--- config.mk ---
export PLATFORM = sky130hd
export DESIGN_NAME = wdog_steer
export DESIGN_NICKNAME = d
export VERILOG_FILES = /design/src/rtl/wdog_pkg.sv /design/src/rtl/wdog_period.sv /design/src/rtl/wdog_count.sv /design/src/rtl/wdog_ctrl.sv /design/src/rtl/wdog_steer.sv
export SDC_FILE = /design/constraint.sdc
export NUM_CORES = 1
export LEC_CHECK = 0
export BUFFER_PORTS_ARGS = -buffer_cell sky130_fd_sc_hd__buf_2
export CAP_MARGIN = 20
export CORE_MARGIN = 2
export CORE_UTILIZATION = 49
export DETAILED_ROUTE_END_ITERATION = 12
export PLACE_DENSITY = 0.77
export SYNTH_ARGS = -nofsm -noshare
export SYNTH_HDL_FRONTEND = slang
export SYNTH_SLANG_ARGS = --single-unit
--- constraint.sdc ---
create_clock -name clk -period 1.9 [get_ports clk]
set_clock_uncertainty 0.05 [all_clocks]
set_input_delay 0.095 -clock clk [delete_from_list [all_inputs] [get_ports clk]]
set_output_delay 0.095 -clock clk [all_outputs]
set_load 0.05 [all_outputs]
--- src/rtl/wdog_pkg.sv ---
package wdog_pkg;
  localparam int DEF_MULT_W = 5;
  localparam int DEF_RES_W  = 2;

  typedef enum logic [1:0] {
    ACT_NONE = 2'd0,
    ACT_IRQ  = 2'd1,
    ACT_RST  = 2'd2
  } wd_act_e;
endpackage

--- src/rtl/wdog_period.sv ---
module wdog_period #(
  parameter int MULT_W = 5,
  parameter int RES_W  = 2,
  parameter int CNT_W  = 11
) (
  input  logic [MULT_W-1:0] mult,
  input  logic [RES_W-1:0]  res,
  output logic [CNT_W-1:0]  period
);
  localparam int STEPS = 1 << RES_W;

  logic [CNT_W-1:0] stage [STEPS];

  // each resolution step multiplies by four
  generate
    for (genvar i = 0; i < STEPS; i++) begin : g_step
      if (i == 0) begin : g_base
        assign stage[i] = CNT_W'(mult);
      end else begin : g_mul
        assign stage[i] = {stage[i-1][CNT_W-3:0], 2'b00};
      end
    end
  endgenerate

  assign period = stage[res];
endmodule

--- src/rtl/wdog_count.sv ---
module wdog_count #(
  parameter int CNT_W = 11
) (
  input  logic             clk,
  input  logic             rst,
  input  logic             tick,
  input  logic             kick,
  input  logic [CNT_W-1:0] load_val,
  output logic             expire
);
  logic [CNT_W-1:0] count;

  always_ff @(posedge clk) begin
    if (rst) begin
      count <= '0;
    end else if (kick) begin
      count <= load_val;
    end else if (tick && count != '0) begin
      count <= count - CNT_W'(1);
    end
  end

  assign expire = tick && !kick && (count == CNT_W'(1));


  reload_chk: assert property (@(posedge clk) disable iff (rst)
    kick |=> count == $past(load_val));

  decrement_chk: assert property (@(posedge clk) disable iff (rst)
    (tick && !kick && count != '0) |=> count == $past(count) - CNT_W'(1));

  idle_hold_chk: assert property (@(posedge clk) disable iff (rst)
    (count == '0 && !kick) |=> count == '0);
endmodule

--- src/rtl/wdog_ctrl.sv ---
module wdog_ctrl #(
  parameter int CFG_W = 8
) (
  input  logic             clk,
  input  logic             rst,
  input  logic             cfg_we,
  input  logic [CFG_W-1:0] cfg_wdata,
  input  logic             flag_rd,
  input  logic             expire,
  output logic [CFG_W-1:0] cfg_q,
  output logic             exp_flag,
  output logic             irq_pulse,
  output logic             rst_req
);
  import wdog_pkg::*;

  wd_act_e act;
  logic    kick;

  assign kick = cfg_we || flag_rd;

  always_comb begin
    act = ACT_NONE;
    if (expire) act = cfg_q[CFG_W-1] ? ACT_RST : ACT_IRQ;
  end

  always_ff @(posedge clk) begin
    if (rst) begin
      cfg_q     <= '0;
      exp_flag  <= 1'b0;
      irq_pulse <= 1'b0;
      rst_req   <= 1'b0;
    end else begin
      irq_pulse <= (act == ACT_IRQ);
      rst_req   <= (act == ACT_RST);
      if (cfg_we)              cfg_q <= cfg_wdata;
      else if (act == ACT_RST) cfg_q <= '0;
      if (kick)                exp_flag <= 1'b0;
      else if (act != ACT_NONE) exp_flag <= 1'b1;
    end
  end


  store_chk: assert property (@(posedge clk) disable iff (rst)
    cfg_we |=> cfg_q == $past(cfg_wdata));

  kick_clear_chk: assert property (@(posedge clk) disable iff (rst)
    kick |=> !exp_flag);

  irq_single_chk: assert property (@(posedge clk) disable iff (rst)
    irq_pulse |=> !irq_pulse);

  excl_chk: assert property (@(posedge clk) disable iff (rst)
    !(irq_pulse && rst_req));

  wipe_chk: assert property (@(posedge clk) disable iff (rst)
    rst_req |-> (cfg_q == '0 || $past(cfg_we)));

  flag_rise_chk: assert property (@(posedge clk) disable iff (rst)
    $rose(exp_flag) |-> (irq_pulse || rst_req));
endmodule

--- src/rtl/wdog_steer.sv ---
module wdog_steer #(
  parameter int MULT_W = wdog_pkg::DEF_MULT_W,
  parameter int RES_W  = wdog_pkg::DEF_RES_W,
  localparam int CFG_W = MULT_W + RES_W + 1
) (
  input  logic             clk,
  input  logic             rst,
  input  logic             tick,
  input  logic             cfg_we,
  input  logic [CFG_W-1:0] cfg_wdata,
  input  logic             flag_rd,
  output logic [CFG_W-1:0] cfg_q,
  output logic             exp_flag,
  output logic             irq_pulse,
  output logic             rst_req
);
  localparam int CNT_W = MULT_W + 2 * ((1 << RES_W) - 1);

  logic [CFG_W-1:0] cfg_src;
  logic [CNT_W-1:0] load_val;
  logic             kick;
  logic             expire;

  assign kick    = cfg_we || flag_rd;
  assign cfg_src = cfg_we ? cfg_wdata : cfg_q;

  wdog_period #(.MULT_W(MULT_W), .RES_W(RES_W), .CNT_W(CNT_W)) period_i (
    .mult   (cfg_src[RES_W +: MULT_W]),
    .res    (cfg_src[RES_W-1:0]),
    .period (load_val)
  );

  wdog_count #(.CNT_W(CNT_W)) count_i (
    .clk      (clk),
    .rst      (rst),
    .tick     (tick),
    .kick     (kick),
    .load_val (load_val),
    .expire   (expire)
  );

  wdog_ctrl #(.CFG_W(CFG_W)) ctrl_i (
    .clk       (clk),
    .rst       (rst),
    .cfg_we    (cfg_we),
    .cfg_wdata (cfg_wdata),
    .flag_rd   (flag_rd),
    .expire    (expire),
    .cfg_q     (cfg_q),
    .exp_flag  (exp_flag),
    .irq_pulse (irq_pulse),
    .rst_req   (rst_req)
  );


  disabled_chk: assert property (@(posedge clk) disable iff (rst)
    (cfg_q[RES_W +: MULT_W] == '0 && !cfg_we) |=> !(irq_pulse || rst_req));

  kick_wins_chk: assert property (@(posedge clk) disable iff (rst)
    kick |=> !(irq_pulse || rst_req));
endmodule

==> results.json, run 1 <==
{
  "outcome": "finished clean",
  "fp.dieH_um": 56.54,
  "max_cap_viol_count": 0,
  "maxSlewHeadroom_pct": 59.18,
  "ys_ff_latch": 22,
  "ir_drop_v": 0.0005765,
  "synth_top_area_share_pct": 32.56,
  "fmax_ghz": 0.5312,
  "max_stage_delay_ps": 490,
  "cts_max_path_buffers": 2,
  "end_kind": "flop",
  "drc": 0,
  "async_flop_share_pct": 0,
  "fillers": 243,
  "synth-seq-area-share_pct": 32.56,
  "finalHoldViolCount": 0,
  "drtIter0Drc": 48,
  "worstPathMaxFanout": 5,
  "initial_core_util_pct": 50.35,
  "arrival_ps": 2040,
  "overflow": 0,
  "power_density_mw_per_mm2": 759.6,
  "start_kind": "flop",
  "port_buffers": 23,
  "yosys-top-cells-count": "dfxtp_1 (22), nor2_1 (17), mux2i_1 (13), nand3_1 (10), inv_1 (8)",
  "synth_area_per_cell_um2": 8.670,
  "grt_pass1_vias": 1276,
  "clk_pin_slew_ps": 130,
  "routed_via_density": 6.000,
  "setup_ws_ps": 17.57,
  "die_area_mm2": 0.003197,
  "gp_congestion": 0.8988,
  "nets": 209,
  "synth_top_area_cell": "dfxtp_1",
  "antenna_cells": 0,
  "fin_cells": 224,
  "htreeDepth": 1,
  "drt-total-wl_um": 3529,
  "area_delta_synth_final_pct": 26.09,
  "cts_tree": "built",
  "tightest_slew_ps": 610.1,
  "ios": 24,
  "cp_cell_sequence": "inv_2 -> ha_4 -> or4b_4 -> o41ai_4 -> buf_4 -> nand2_2 -> o221a_1",
  "antenna_found_initial": 0,
  "ant_nets": 0,
  "coreArea_mm2": 0.002686,
  "grt_pass1_wl_um": 5906,
  "period_share_pct": 99.08,
  "clock-sinks": 22,
  "path_class": "reg2reg",
  "drv_slew": 0,
  "grt_setup_unrepaired": "yes",
  "synth_area_leaders": "dfxtp_1 (33%), mux2i_1 (9.6%), nor2_1 (4.7%)",
  "drive_above_1_share_pct": 35.23,
  "synth_edf_count": 0,
  "critPathSlowestCell": "or4b_4",
  "grt_max_degree": 14,
  "synthMostInstantiatedCell": "dfxtp_1",
  "num_vias": 1344,
  "final.min_clock_period_ps": 1882,
  "ys_types": 47,
  "cellLeakagePower_nw": 0.7200,
  "finalSetupViolations": 0,
  "worstSkewPairLatency_ps": 310,
  "dp_hpwl_um": 2770,
  "dp_slack_ps": -89.55,
  "finalPower_mw": 1.295,
  "synth_top_flop_cell": "dfxtp_1",
  "wire_per_inst_um": 15.75,
  "ys_warn_count": 0,
  "firstDrtPassIters": 4,
  "dp_cells": 217,
  "hold_class": "in2reg",
  "whs_ps": 21.53,
  "rows": 19,
  "cts_root_buf": "clkbuf_4",
  "syn_area_mm2": 0.001353,
  "die-width_um": 56.54,
  "grt_usage_pct": 22.86,
  "synth_nets": 171,
  "synthCells": 156,
  "cp_data_required_time_ps": 2060,
  "cts_buffers": 3
}
==> cell usage in the layout (no fill, tap or decap), types with 4 or more instances in the layout <==
cell	instances
dfxtp_1	20
nor3_1	7
nand2b_1	6
inv_1	6
mux2i_1	13
buf_2	23
or2_2	4
a21oi_1	4
nand2_1	7
nand3_1	10
buf_4	16
nor2_1	16
==> worst max-delay path, delay by kind of cell, from the launching register on <==
kind	cells	cell delay (ps)
buffers and inverters	2	260
flip-flops	1	350
AND/OR/NAND/NOR	2	560
adder cells (fa/ha/maj)	1	130
AO/OA/AOI/OAI	2	440
==> metal layers <==
layer / share of wire [%] / GRT usage (%) / wire length [µm] / vias to the layer above
met2: 49 / 40.86 / 1733 / 37
li1: - / - / - / 663
met3: 3.8 / 1.843 / 135 / 7
met4: 0.96 / 5.102 / 34 / 0
met5: 0 / 0 / 0 / -
met1: 46 / 29.67 / 1625 / 637
==> registers in the layout (all words and copies together), names as in the netlist <==
| register | cells |
|---|---|
| count_i.count | 11 |
| ctrl_i.cfg_q | 8 |
| ctrl_i.exp_flag | 1 |
| ctrl_i.irq_pulse | 1 |
| ctrl_i.rst_req | 1 |
==> through the flow <==
stage                     area (µm²)  TNS [ps]  utilization (%)
after floorplan                 1376    -257.0                -
after global placement          1598    -54.49            59.48
after detailed placement        1598    -309.0            59.48
after CTS                       1668         0            62.09
after global routing            1705    -552.2            63.48
final                           1705         0            63.48
==> power breakdown <==
part	switching, mW	internal (mW)
Clock	0.143	0.213
Combinational	0.240	0.184
Sequential	0.0248	0.491
Total	0.407	0.888
==> logic make-up (layout without fill, tap and decap cells) <==
kind of cell    after synthesis  in the layout  share of synthesized area [%]
compound gates               39             39                          24.61
simple gates                 64             64                          26.00
fa+ha+maj                     2              2                          1.850
flops                        22             22                          32.56
mux                          14             14                          10.45
buf+inv                      15             52                          4.533
==> area by class of cell <==
| type | count | area (µm²) | share of cell area, % |
|---|---|---|---|
| clock buffers | 3 | 22.52 | 1.321 |
| clock inverters | 1 | 30.03 | 1.761 |
| flip-flops and latches | 22 | 442.9 | 25.97 |
| repair buffers | 40 | 245.2 | 14.38 |
| well taps | 31 | 38.79 | 2.274 |
| multi-input cells | 119 | 895.9 | 52.53 |
| inverters | 8 | 30.03 | 1.761 |
==> worst paths after layout <==
| kind | startpoint | to | slack [ps] | cells past startpoint |
|---|---|---|---|---|
| max | count_i.count[1] | count_i.count[9] | 20 | 7 |
| min | cfg_wdata[5] | ctrl_i.cfg_q[5] | 20 | 3 |
| max reg2reg | count_i.count[1] | count_i.count[9] | 20 | 7 |
| min reg2reg | ctrl_i.exp_flag | ctrl_i.exp_flag | 410 | 2 |
==> repair_timing <==
item	4_1_cts	5_1_grt
resized for setup	0	8
endpoints found under the setup margin	6	15
hold endpoints to repair	1	0
hold buffers	1	0
pin swaps	1	4
buffers inserted	1	1
Power figures use the tool's default switching activity.
==> inputs of run 2 (changes only) <==
--- a/config.mk
+++ b/config.mk
@@ -7,3 +7,3 @@
 export LEC_CHECK = 0
-export BUFFER_PORTS_ARGS = -buffer_cell sky130_fd_sc_hd__buf_2
+export BUFFER_PORTS_ARGS = -buffer_cell sky130_fd_sc_hd__clkbuf_2
 export CAP_MARGIN = 20
@@ -13,2 +13,3 @@
 export PLACE_DENSITY = 0.77
+export SETUP_SLACK_MARGIN = 0.4
 export SYNTH_ARGS = -nofsm -noshare
--- a/constraint.sdc
+++ b/constraint.sdc
@@ -4,2 +4,2 @@
 set_output_delay 0.095 -clock clk [all_outputs]
-set_load 0.05 [all_outputs]
+set_load 0.02 [all_outputs]
==> run 2 against run 1 <==
Compared with the run above: the run now ends with negative setup slack left; largest power group unchanged; cell count down 0.45%; cell area up 0.22%; critical path depth down 1; largest cell class unchanged; via count up 2.8%; register-to-register slack worse by 50 ps.
==> results.json, run 2 (synthesis results as in run 1) <==
{
  "antenna_cells": 0,
  "ir_drop_v": 0.0004632,
  "drc": 0,
  "setup_ws_ps": -33.65,
  "coreArea_mm2": 0.002686,
  "grt_setup_unrepaired": "yes",
  "finalSetupViolations": 5,
  "cts_tree": "built",
  "drtIter0Drc": 79,
  "wl_met2_um": 1945,
  "clk_pin_slew_ps": 130,
  "seq_area_um2": 445.4,
  "worstPathMaxFanout": 4,
  "fp.dieH_um": 56.54,
  "num_vias": 1381,
  "drt-total-wl_um": 3885,
  "highest_layer": "met4",
  "final.min_clock_period_ps": 1934,
  "outcome": "finished, violations left",
  "ant_nets": 0,
  "routed_via_density": 6.193,
  "critPathSlowestCell": "or4b_4",
  "maxSlewHeadroom_pct": 60.75,
  "gp_congestion": 0.9445,
  "wire_per_inst_um": 17.42,
  "dp_slack_ps": -110.0,
  "dp_hpwl_um": 2839,
  "hold_class": "in2reg",
  "drv_slew": 0,
  "worstSkewPairLatency_ps": 310,
  "largest_reg_flops": 11,
  "fin_cells": 223,
  "cts_buffers": 3,
  "max_stage_delay_ps": 490,
  "place_area_mm2": 0.001604,
  "wl_met1_um": 1660,
  "grt_pass1_vias": 1344,
  "power_density_mw_per_mm2": 674.0,
  "firstDrtPassIters": 4,
  "die-width_um": 56.54,
  "port_buffers": 23,
  "cts_root_buf": "clkbuf_4",
  "grt_usage_pct": 24.80,
  "finalPower_mw": 1.152,
  "fillers": 227,
  "cts_max_path_buffers": 2,
  "overflow": 0,
  "grt_max_degree": 16,
  "period_share_pct": 101.8,
  "multi_input_area_um2": 923.4,
  "cp_cell_sequence": "inv_2 -> ha_4 -> or4b_4 -> o41a_1 -> o21ai_2 -> o21ai_1",
  "ios": 24,
  "die_area_mm2": 0.003197,
  "cellLeakagePower_nw": 0.6986,
  "nets": 209,
  "path_class": "reg2reg",
  "clock-sinks": 22,
  "cp_data_required_time_ps": 2060,
  "arrival_ps": 2090,
  "end_kind": "flop",
  "rows": 19,
  "fmax_ghz": 0.5172,
  "dp_cells": 217,
  "finalHoldViolCount": 0,
  "dr_wl_met3_um": 229,
  "final_common_cell": "clkbuf_2",
  "area_delta_synth_final_pct": 26.36,
  "reg_top3": "count_i.count: 11 flops, ctrl_i.cfg_q: 8 flops",
  "initial_core_util_pct": 50.35,
  "finalInstanceArea_mm2": 0.001709,
  "layout_common_cells": "clkbuf_2 (23), dfxtp_1 (18), nor2_1 (17)",
  "htreeDepth": 1,
  "top_register": "count_i.count",
  "drive_above_1_share_pct": 37.50,
  "max_cap_viol_count": 0,
  "violations": "negative setup slack",
  "grt_pass1_wl_um": 6161,
  "antenna_found_initial": 0,
  "start_kind": "flop",
  "tightest_slew_ps": 586.6
}
## run 2: cell count changes in the layout (fill, tap and decap cells not counted), sizes merged
cell	change
clkbuf	+23
bufinv	-1
buf	-23
## run 2: path summary, 6_finish.rpt
path	slack, ps	cells after the start	end	startpoint
worst max-delay path	-30	6	count_i.count[5]	count_i.count[1]
worst min-delay path	10	3	ctrl_i.cfg_q[5]	cfg_wdata[5]
worst max register to register	-30	6	count_i.count[5]	count_i.count[1]
worst min register to register	440	2	ctrl_i.exp_flag	ctrl_i.exp_flag
## run 2: layout make-up
type / count / area share (%)
timing repair buffer: 40 / 14.57
multi-input combinational: 119 / 54.03
sequential: 22 / 26.06
tap: 31 / 2.269
inverter: 8 / 1.757
clock buffer: 3 / 1.318
## run 2: power breakdown
group,leakage (nW),switching (mW),internal [mW]
clock,0.0138,0.151,0.0742
combinational,0.503,0.222,0.186
sequential,0.182,0.0264,0.491
## run 2: critical path, delay by kind of cell, from the launching register on
kind | cells | cell delay [ps]
buffers and inverters | 1 | 70
AOI/OAI and AO/OA | 3 | 740
DFF | 1 | 350
and+or+nand+nor | 1 | 490
adders and majority gates | 1 | 130
## run 2: metrics by stage
stage,setup TNS [ps],utilization (%),hold slack [ps]
2_1_floorplan,-414.0,-,193.9
3_3_place_gp,-169.2,59.71,286.3
3_5_place_dp,-536.0,59.71,290.9
4_1_cts,-4.301,63.11,14.36
5_1_grt,-738.7,63.62,44.01
6_report,-111.0,63.62,14.34
## run 2: routing by layer
layer,vias up,GRT usage (%)
met3,6,3.687
met5,-,0
li1,667,-
met1,649,29.61
met4,0,9.524
met2,59,44.19
## run 2: repair_timing
action / in CTS / in global routing
setup endpoints to repair: 22 / 22
buffers inserted: 2 / 0
hold endpoints to repair: 1 / 0
cloned: 0 / 0
pin swaps: 9 / 2
resized for setup: 10 / 3
hold buffers: 1 / 0
